`config.mk`:
```
export PLATFORM = sky130hd
export DESIGN_NAME = fwc_edge_counter
export DESIGN_NICKNAME = d
export VERILOG_FILES = /design/src/rtl/fwc_pkg.sv /design/src/rtl/fwc_edge_counter.sv
export SDC_FILE = /design/constraint.sdc
export NUM_CORES = 1
export LEC_CHECK = 0
export BUFFER_PORTS_ARGS = -buffer_cell sky130_fd_sc_hd__clkbuf_2
export CAP_MARGIN = 20
export CELL_PAD_IN_SITES_DETAIL_PLACEMENT = 2
export CELL_PAD_IN_SITES_GLOBAL_PLACEMENT = 2
export CORE_MARGIN = 2
export CORE_UTILIZATION = 27
export CTS_CLUSTER_SIZE = 40
export DETAILED_ROUTE_END_ITERATION = 16
export PLACE_DENSITY = 0.88
export SYNTH_ARGS = -nofsm -noshare
export SYNTH_HDL_FRONTEND = slang
export SYNTH_SLANG_ARGS = --single-unit
```
`constraint.sdc`:
```
create_clock -name clk -period 5.7 [get_ports clk]
set_clock_uncertainty 0.2 [all_clocks]
set_input_delay 1.14 -clock clk [delete_from_list [all_inputs] [get_ports clk]]
set_output_delay 1.14 -clock clk [all_outputs]
set_load 0.01 [all_outputs]
```
`src/rtl/fwc_pkg.sv`:
```
package fwc_pkg;
    localparam int BYTE_W  = 8;
    localparam int CNT_W   = 2 * BYTE_W - 1;
    localparam int TOL_W   = 4;
    localparam int NGRP    = 2;

    typedef logic [CNT_W-1:0] cnt_t;
    localparam cnt_t CNT_MAX = '1;

    typedef struct packed {
        logic             en;
        cnt_t             expect_cnt;
        logic [TOL_W-1:0] tol;
    } grp_cfg_t;

    function automatic grp_cfg_t unpack_cfg(input logic [BYTE_W-1:0] lo,
                                            input logic [BYTE_W-1:0] hi,
                                            input logic [TOL_W-1:0]  tol);
        grp_cfg_t r;
        r.en         = hi[BYTE_W-1];
        r.expect_cnt = {hi[BYTE_W-2:0], lo};
        r.tol        = tol;
        return r;
    endfunction

    function automatic logic within_tol(input cnt_t c, input cnt_t e,
                                        input logic [TOL_W-1:0] tol);
        cnt_t d;
        d = (c >= e) ? (c - e) : (e - c);
        return d <= cnt_t'(tol);
    endfunction
endpackage

```
`src/rtl/fwc_edge_counter.sv`:
```
module fwc_edge_counter
    import fwc_pkg::*;
(
    input  logic clk,
    input  logic rst,
    input  logic clr_i,
    input  logic inc_i,
    output cnt_t acc_o,
    output cnt_t next_o
);
    cnt_t acc;

    always_comb begin
        if (acc == CNT_MAX) next_o = acc;
        else                next_o = acc + cnt_t'(inc_i);
    end

    always_ff @(posedge clk) begin
        if (rst || clr_i) acc <= '0;
        else              acc <= next_o;
    end

    assign acc_o = acc;

    assert_no_wrap_R7: assert property (@(posedge clk) disable iff (rst)
        (acc == CNT_MAX && !clr_i) |=> (acc == CNT_MAX));
endmodule

```
==> parameters.txt, run 1 <==
Parameter                              Value

Synth
  Cell area after synthesis    around 850 um2
  Dominant combinational cell family by area after synthesis    simple AND/OR/NAND/NOR gates
  Number of flops mapped to enable cells by yosys    0
  Synthesized netlist net count    108
  Post-synthesis xor/xnor area fraction    ~5.2%
  Warnings, synthesis    0
  Proportion of synthesized flip-flops having asynchronous set or reset    0%
  Simple-gate share of the synthesized area    40.8%
  Post-synthesis register bit count    15
  Top cell type's share of synthesized area    35.5%
  Gate count after technology mapping    102
  Dominant synthesized flop cell    sky130_fd_sc_hd__dfxtp_1
  Biggest area consumer among synthesized cells    sky130_fd_sc_hd__dfxtp_1
  Fraction of the yosys area taken by sequential cells    35.5%
  Synth top cells by count    sky130_fd_sc_hd__nand2_1, sky130_fd_sc_hd__dfxtp_1, sky130_fd_sc_hd__or3_1, sky130_fd_sc_hd__a21oi_1, sky130_fd_sc_hd__nor2_1
  Largest cells by area after synthesis    sky130_fd_sc_hd__dfxtp_1, sky130_fd_sc_hd__nand2_1, sky130_fd_sc_hd__or3_1
  Post-Synthesis Mean Instance Area    roughly 8.3 um2
  Adder and majority cell fraction of the synthesized area    2.96%
  Dominant cell by count in the synthesized netlist    sky130_fd_sc_hd__nand2_1
  Compound-cell area share of the yosys netlist    9.62%
  Netlist cell types    30
  Mux contribution to synthesized area    between 4 and 5%

Global route
  Grt total ovfl    0
  Total global-route track usage    between 15 and 20%
  Largest net degree at the start of global routing    13
  First-pass GRT wire length    around 4700 um
  Number of global-route vias before repair    just under 1000
  Number of antenna violations at the first check in global routing    0

Worst setup path
  Critical path peak fanout    7
  Worst R2R End    acc_o[4]
  Data required time of the critical path    4.36 ns
  Crit path capture type    primary output
  Arrival time of data at the critical path endpoint    2.80 ns
  Setup CP Type    primary input to primary output
  Worst Setup SP    inc_i
  Startpoint of the most critical register-to-register path    acc_o[11]
  CP startpoint kind    primary input
  Register-to-Register Path Depth    4
  Flop-to-flop setup slack    3.34 ns
  Capturing element of the worst setup path    next_o[14]

Clock tree
  H-tree levels    1
  TritonCTS buffer count    3
  Cts hold-fix bufs    0
  Worst-case clock buffer depth    2
  Clock tree from TritonCTS    built
  Clock insertion delay at the later pin of the skew report    0.29 ns
  Number of sinks on the clock net    15
  # resized after CTS    0
  Buffers inserted during post-CTS setup optimization    0
  Clock root buffer    sky130_fd_sc_hd__clkbuf_4
  Clock transition at path regs    0.09 ns

Power
  Share of power burned in combinational logic    5.3%
  Leak pwr    0.000489 uW
  Part of the total power dissipated in the clock network    36.0%
  Sw frac    24.3%
  Worst IR drop on VDD    0.0568 mV
  Total power per unit cell area    166 nW/um2
  Switching power total    43.7 uW
  Sequential share of power    between 50% and 60%
  Internal power    136 uW

Floorplan
  Starting Density    between 20% and 30%
  Area of the die    3600 um2
  Placeable core area    3030 um2
  Standard-cell row count    20
  Chip width    60.0 um
  Number of primary I/O pins    34
  Die Span Y    60.0 um

Route
  Number of detailed-routing iterations run before antenna repair    3
  Number of vias after detailed routing    just over 900
  Drt wl/cell    15.5 um
  Detailed router's first-iteration violation count    12
  DRT Wirelength    2800 um
  Drc violations    0
  Detailed-route vias per instance    between 5 and 6
  Number of nets still failing antenna checks after routing    0

Timing
  Total setup violations reported at the end of the flow    0
  Unrepaired setup endpoints after global routing    no
  Sum of negative setup slack    0 ns
  Hold Vio Cnt, Final    0
  Worst slew slack as a fraction of its limit    38.2%
  Max Clk Rate    around 240 MHz
  Portion of the clock cycle consumed by the worst path in the final layout    72.7%
  Crit path time final    4.14 ns
  Number of max-slew violations in the final report    0
  Slew at the pin closest to its max-slew limit    0.920 ns

Placed design
  HPWL after detailed placement    approximately 2200 um
  Number of I/O port buffers    33
  Routability congestion estimate    0.696

Finish
  Ratio of cells with drive above 1 in the final layout    32.8%
  Number of flip-flops in the largest register    15
  Area Overhead vs Synth    28.1%
  Post-layout net count    144
  Number of antenna diodes    0
  Final Core Density    35.8%

Job
  Max-capacitance violation count    0

Worst hold path
  Hold Crit Class    flip-flop to flip-flop

Outcome
  Outcome    finished, final reports clean
[power by group through the flow]
stage | clock network [uW] | registers [uW] | logic (uW)
global route | 71.2 | 106 | 10.7
finish | 64.8 | 106 | 9.46
floorplan | 0 | 108 | 4.83
CTS | 66.8 | 106 | 9.67
detailed placement | 0 | 108 | 9.58
global placement | 0 | 108 | 9.35
[stage by stage]
stage	area [um2]	instances	setup slack, ns	power [uW]	hold slack [ns]
floorplan	846	102	1.94	113	0.329
global placement	1060	177	1.66	118	0.317
detailed placement	1060	177	1.57	118	0.359
CTS	1080	181	1.55	182	0.375
global route	1080	181	1.38	188	0.392
finish	1080	181	1.56	180	0.361
[how the worst min path moves through the flow]
stage | end | depth (start not counted) | start | slack, ns
detailed placement | acc_o[13] | 2 | acc_o[13] | 0.36
CTS | acc_o[6] | 2 | acc_o[6] | 0.38
global placement | acc_o[13] | 2 | acc_o[13] | 0.32
finish | acc_o[6] | 2 | acc_o[6] | 0.36
floorplan | acc_o[13] | 2 | acc_o[13] | 0.33
global route | acc_o[6] | 2 | acc_o[6] | 0.39
[cells by family after synthesis]
logic type               Yosys count
XOR/XNOR                           5
buffers and inverters              2
adder cells (fa/ha/maj)            2
AND/OR/NAND/NOR                   60
multiplexers                       4
AO/OA/AOI/OAI                     14
flip-flops                        15
[routing by layer]
| metal | up-vias | global-route usage, % | routed length (um) |
|---|---|---|---|
| li1 | 446 | - | - |
| met2 | 22 | 31.5 | 1490 |
| met1 | 444 | 20.6 | 1170 |
| met3 | 7 | 1.95 | 79 |
| met5 | - | 0 | 0 |
| met4 | 0 | 8.25 | 65 |
[cells in the final DEF (no fill, tap or decap), types with 2 or more instances in the layout]
cell	Yosys	routed
sky130_fd_sc_hd__mux2i_1	3	3
sky130_fd_sc_hd__nor2_1	5	5
sky130_fd_sc_hd__nor3_1	3	3
sky130_fd_sc_hd__nor4_1	2	2
sky130_fd_sc_hd__o21ai_0	4	4
sky130_fd_sc_hd__a21oi_1	6	6
sky130_fd_sc_hd__and4_1	2	2
sky130_fd_sc_hd__and2_1	4	4
sky130_fd_sc_hd__nor4_2	3	3
sky130_fd_sc_hd__nand4_1	4	4
sky130_fd_sc_hd__clkbuf_4	0	3
sky130_fd_sc_hd__or3_1	8	8
sky130_fd_sc_hd__ha_1	2	2
sky130_fd_sc_hd__nand3_1	3	3
sky130_fd_sc_hd__xor2_1	4	4
sky130_fd_sc_hd__or2_2	3	3
sky130_fd_sc_hd__dfxtp_1	15	15
sky130_fd_sc_hd__nand2_1	18	18
sky130_fd_sc_hd__clkbuf_2	0	33
[cell type report]
cell class / instances / area (um2)
Fill cell: 361 / 1940
Multi-Input combinational cell: 85 / 537
Sequential cell: 15 / 300
Timing Repair Buffer: 33 / 165
Tap cell: 44 / 55.1
Clock buffer: 4 / 26.3
[worst max-delay path, stage by stage]
cell                       delay [ns]
sky130_fd_sc_hd__clkbuf_2        0.08
sky130_fd_sc_hd__ha_1            0.18
sky130_fd_sc_hd__ha_1            0.22
sky130_fd_sc_hd__nand3_1         0.23
sky130_fd_sc_hd__nor4_1          0.42
sky130_fd_sc_hd__mux2_2          0.40
sky130_fd_sc_hd__clkbuf_2        0.13
Note: power is estimated with default switching activity, not from simulation.
==> inputs of run 2 (changes only) <==
Settings changed: ABC_AREA from default to 1, CORE_UTILIZATION 27 to 22, PLACE_DENSITY 0.88 to 0.81.
Clock period 5.7 ns to 3.4 ns, I/O delays scaled along.
==> run 2 against run 1 <==
First-iteration DRC count grew to 3.0 times the previous value. Sequential cell count is the same. Combinational power grew 37%. Critical path depth grew 3. Worst setup slack lost 1.0 ns. Global-route usage shrank 3.6 points. Synthesized area grew 8.6%. Power grew 91%. Hold slack gained 0.039 ns. Design area grew 9.1%. Largest cell class unchanged. Die area grew 31%.
==> parameters.txt, run 2 <==
Parameter                              Value

Worst setup path
  Register-to-Register Path Depth    8
  Startpoint of the most critical register-to-register path    acc_o[0]
  Setup CP Type    primary input to primary output
  Crit path capture type    primary output
  Worst Setup SP    inc_i
  CP startpoint kind    primary input
  Critical path peak fanout    5
  Data required time of the critical path    2.52 ns
  Arrival time of data at the critical path endpoint    around 2 ns

Timing
  Worst slew slack as a fraction of its limit    67.3%
  Crit path time final    approximately 2.9 ns
  Max Clk Rate    about 350 MHz
  Total setup violations reported at the end of the flow    0
  Slew at the pin closest to its max-slew limit    approximately 0.5 ns
  Hold Vio Cnt, Final    0
  Unrepaired setup endpoints after global routing    no
  Portion of the clock cycle consumed by the worst path in the final layout    84.5%
  Sum of negative setup slack    0 ns
  Number of max-slew violations in the final report    0

Worst hold path
  Depth of the worst hold-timing path    2
  Hold Crit Class    flip-flop to flip-flop
  Hold path startpoint    acc_o[4]

Power
  Worst IR drop on VDD    0.148 mV
  Part of the total power dissipated in the clock network    between 40 and 50%
  Share of power burned in combinational logic    3.8%
  Sw frac    ~23%
  Leak pwr    0.000610 uW
  Total power per unit cell area    291 nW/um2
  Sequential share of power    approximately 52%
  Internal power    roughly 260 uW
  Overall power consumption    approximately 340 uW
  Switching power total    79.1 uW

Clock tree
  Worst-case clock buffer depth    2
  Clock tree from TritonCTS    built
  Number of sinks on the clock net    15
  Buffers inserted during post-CTS setup optimization    0
  Clock insertion delay at the later pin of the skew report    around 0.25 ns
  # resized after CTS    0
  H-tree levels    1
  Cts hold-fix bufs    0
  Clock root buffer    sky130_fd_sc_hd__clkbuf_8
  TritonCTS buffer count    3
  Clock transition at path regs    about 0.060 ns

Synth
  Warnings, synthesis    0
  Synthesized netlist net count    144
  Dominant cell by count in the synthesized netlist    sky130_fd_sc_hd__nand2_1
  Largest cells by area after synthesis    sky130_fd_sc_hd__dfxtp_1, sky130_fd_sc_hd__nand2_1, sky130_fd_sc_hd__inv_1
  Post-Synthesis Mean Instance Area    6.65 um2
  Top cell type's share of synthesized area    between 30% and 40%
  Gate count after technology mapping    138
  Fraction of the yosys area taken by sequential cells    32.7%
  Synth top cells by count    sky130_fd_sc_hd__nand2_1, sky130_fd_sc_hd__inv_1, sky130_fd_sc_hd__dfxtp_1, sky130_fd_sc_hd__nor2_1, sky130_fd_sc_hd__nand3_1
  Number of flops mapped to enable cells by yosys    0
  Biggest area consumer among synthesized cells    sky130_fd_sc_hd__dfxtp_1
  Cell area after synthesis    918 um2
  Dominant synthesized flop cell    sky130_fd_sc_hd__dfxtp_1
  Proportion of synthesized flip-flops having asynchronous set or reset    0%
  Netlist cell types    25
  Post-synthesis register bit count    15

Finish
  Post-layout net count    181
  Ratio of cells with drive above 1 in the final layout    29.9%
  Top library cells by usage in the layout, fill and taps aside    sky130_fd_sc_hd__nand2_1, sky130_fd_sc_hd__clkbuf_2, sky130_fd_sc_hd__inv_1, sky130_fd_sc_hd__nor2_1, sky130_fd_sc_hd__dfxtp_1
  Number of fillers in the final layout    510
  Area Overhead vs Synth    28.7%
  Area used by sequential logic in the layout    300 um2
  Number of antenna diodes    0
  Number of flip-flops in the largest register    15
  Area of the multi-input gates    508 um2
  Most common cell after layout, fill and taps aside    sky130_fd_sc_hd__nand2_1

Placed design
  HPWL after detailed placement    2350 um
  Routability congestion estimate    around 0.74
  Number of I/O port buffers    33

Global route
  Number of antenna violations at the first check in global routing    0
  Number of global-route vias before repair    1077
  Total global-route track usage    ~14%
  Largest net degree at the start of global routing    16
  Grt total ovfl    0
  First-pass GRT wire length    around 4900 um

Floorplan
  Chip width    68.6 um
  Number of primary I/O pins    34
  Area of the die    4710 um2
  Standard-cell row count    23
  Die Span Y    68.6 um
  Placeable core area    4000 um2
  Starting Density    23.0%

Route
  Drc violations    0
  Number of vias after detailed routing    1017
  DRT Wirelength    between 2000 and 3000 um
  Number of nets still failing antenna checks after routing    0
  Number of detailed-routing iterations run before antenna repair    4
  Detailed-route vias per instance    approximately 4.5
  Drt wl/cell    12.8 um
  Detailed router's first-iteration violation count    36

Job
  Max-capacitance violation count    0

Outcome
  Outcome    finished, final reports clean
## run 2: changes by cell type in the layout (fill, tap and decap cells not counted), moves of 5 or more
cell	before	now
sky130_fd_sc_hd__inv_1	0	23
sky130_fd_sc_hd__nand2_1	18	35
sky130_fd_sc_hd__nor2_1	5	15
sky130_fd_sc_hd__nand3_1	3	11
sky130_fd_sc_hd__or3_1	8	0
sky130_fd_sc_hd__nand3_2	0	6
sky130_fd_sc_hd__a31oi_1	0	5
## run 2: layout make-up
cell class / instances / area share (%)
clock buffer: 4 / 3.81
inverter: 25 / 7.94
multi-input combinational: 96 / 43.0
sequential: 15 / 25.4
tap: 50 / 5.29
timing repair buffer: 34 / 14.6
## run 2: logic make-up (layout without fill, tap and decap cells)
family          after synthesis  after routing  share of synthesized area (%)
buf+inv                      27             63                           12.0
compound gates                9              9                           5.58
simple gates                 83             83                           45.1
fa+ha+maj                     2              2                           2.72
xor+xnor                      2              2                           1.91
flops                        15             15                           32.7
## run 2: worst max-delay path, cell delays in order
cell,delay (ns)
sky130_fd_sc_hd__clkbuf_2,0.08
sky130_fd_sc_hd__ha_1,0.16
sky130_fd_sc_hd__ha_1,0.24
sky130_fd_sc_hd__inv_1,0.11
sky130_fd_sc_hd__nor2_2,0.20
sky130_fd_sc_hd__nand2_1,0.10
sky130_fd_sc_hd__xor2_1,0.14
sky130_fd_sc_hd__nor2_1,0.12
sky130_fd_sc_hd__inv_1,0.05
sky130_fd_sc_hd__clkbuf_2,0.12
## run 2: power by group through the flow
stage	sequential, uW	combinational (uW)	clock (uW)
floorplan	182	6.55	0
global placement	181	13.0	0
detailed placement	181	13.2	0
CTS	177	13.3	161
global route	177	14.8	165
finish	177	13.0	153
## run 2: final timing paths
path                to  slack [ns]
min           acc_o[4]        0.40
max          next_o[8]        0.53
max reg2reg  acc_o[14]        1.55
min reg2reg   acc_o[4]        0.40
## run 2: per-stage QoR
step / std cells / util, % / hold slack, ns / instance area (um2) / setup slack (ns)
finish: 224 / 29.6 / 0.400 / 1180 / 0.529
floorplan: 138 / - / 0.365 / 918 / 0.837
detailed placement: 220 / 28.4 / 0.392 / 1140 / 0.472
global placement: 220 / 28.4 / 0.388 / 1140 / 0.546
global route: 224 / 29.6 / 0.449 / 1180 / 0.295
CTS: 224 / 29.6 / 0.408 / 1180 / 0.483
## run 2: per-layer routing
metal  vias to the layer above  track usage [%]  part of all wire [%]
li1                        503                -                     -
met1                       488             16.7                    45
met4                         0             3.00                  0.59
met3                         2             3.90                   4.9
met2                        24             24.8                    50
met5                         -                0                     0
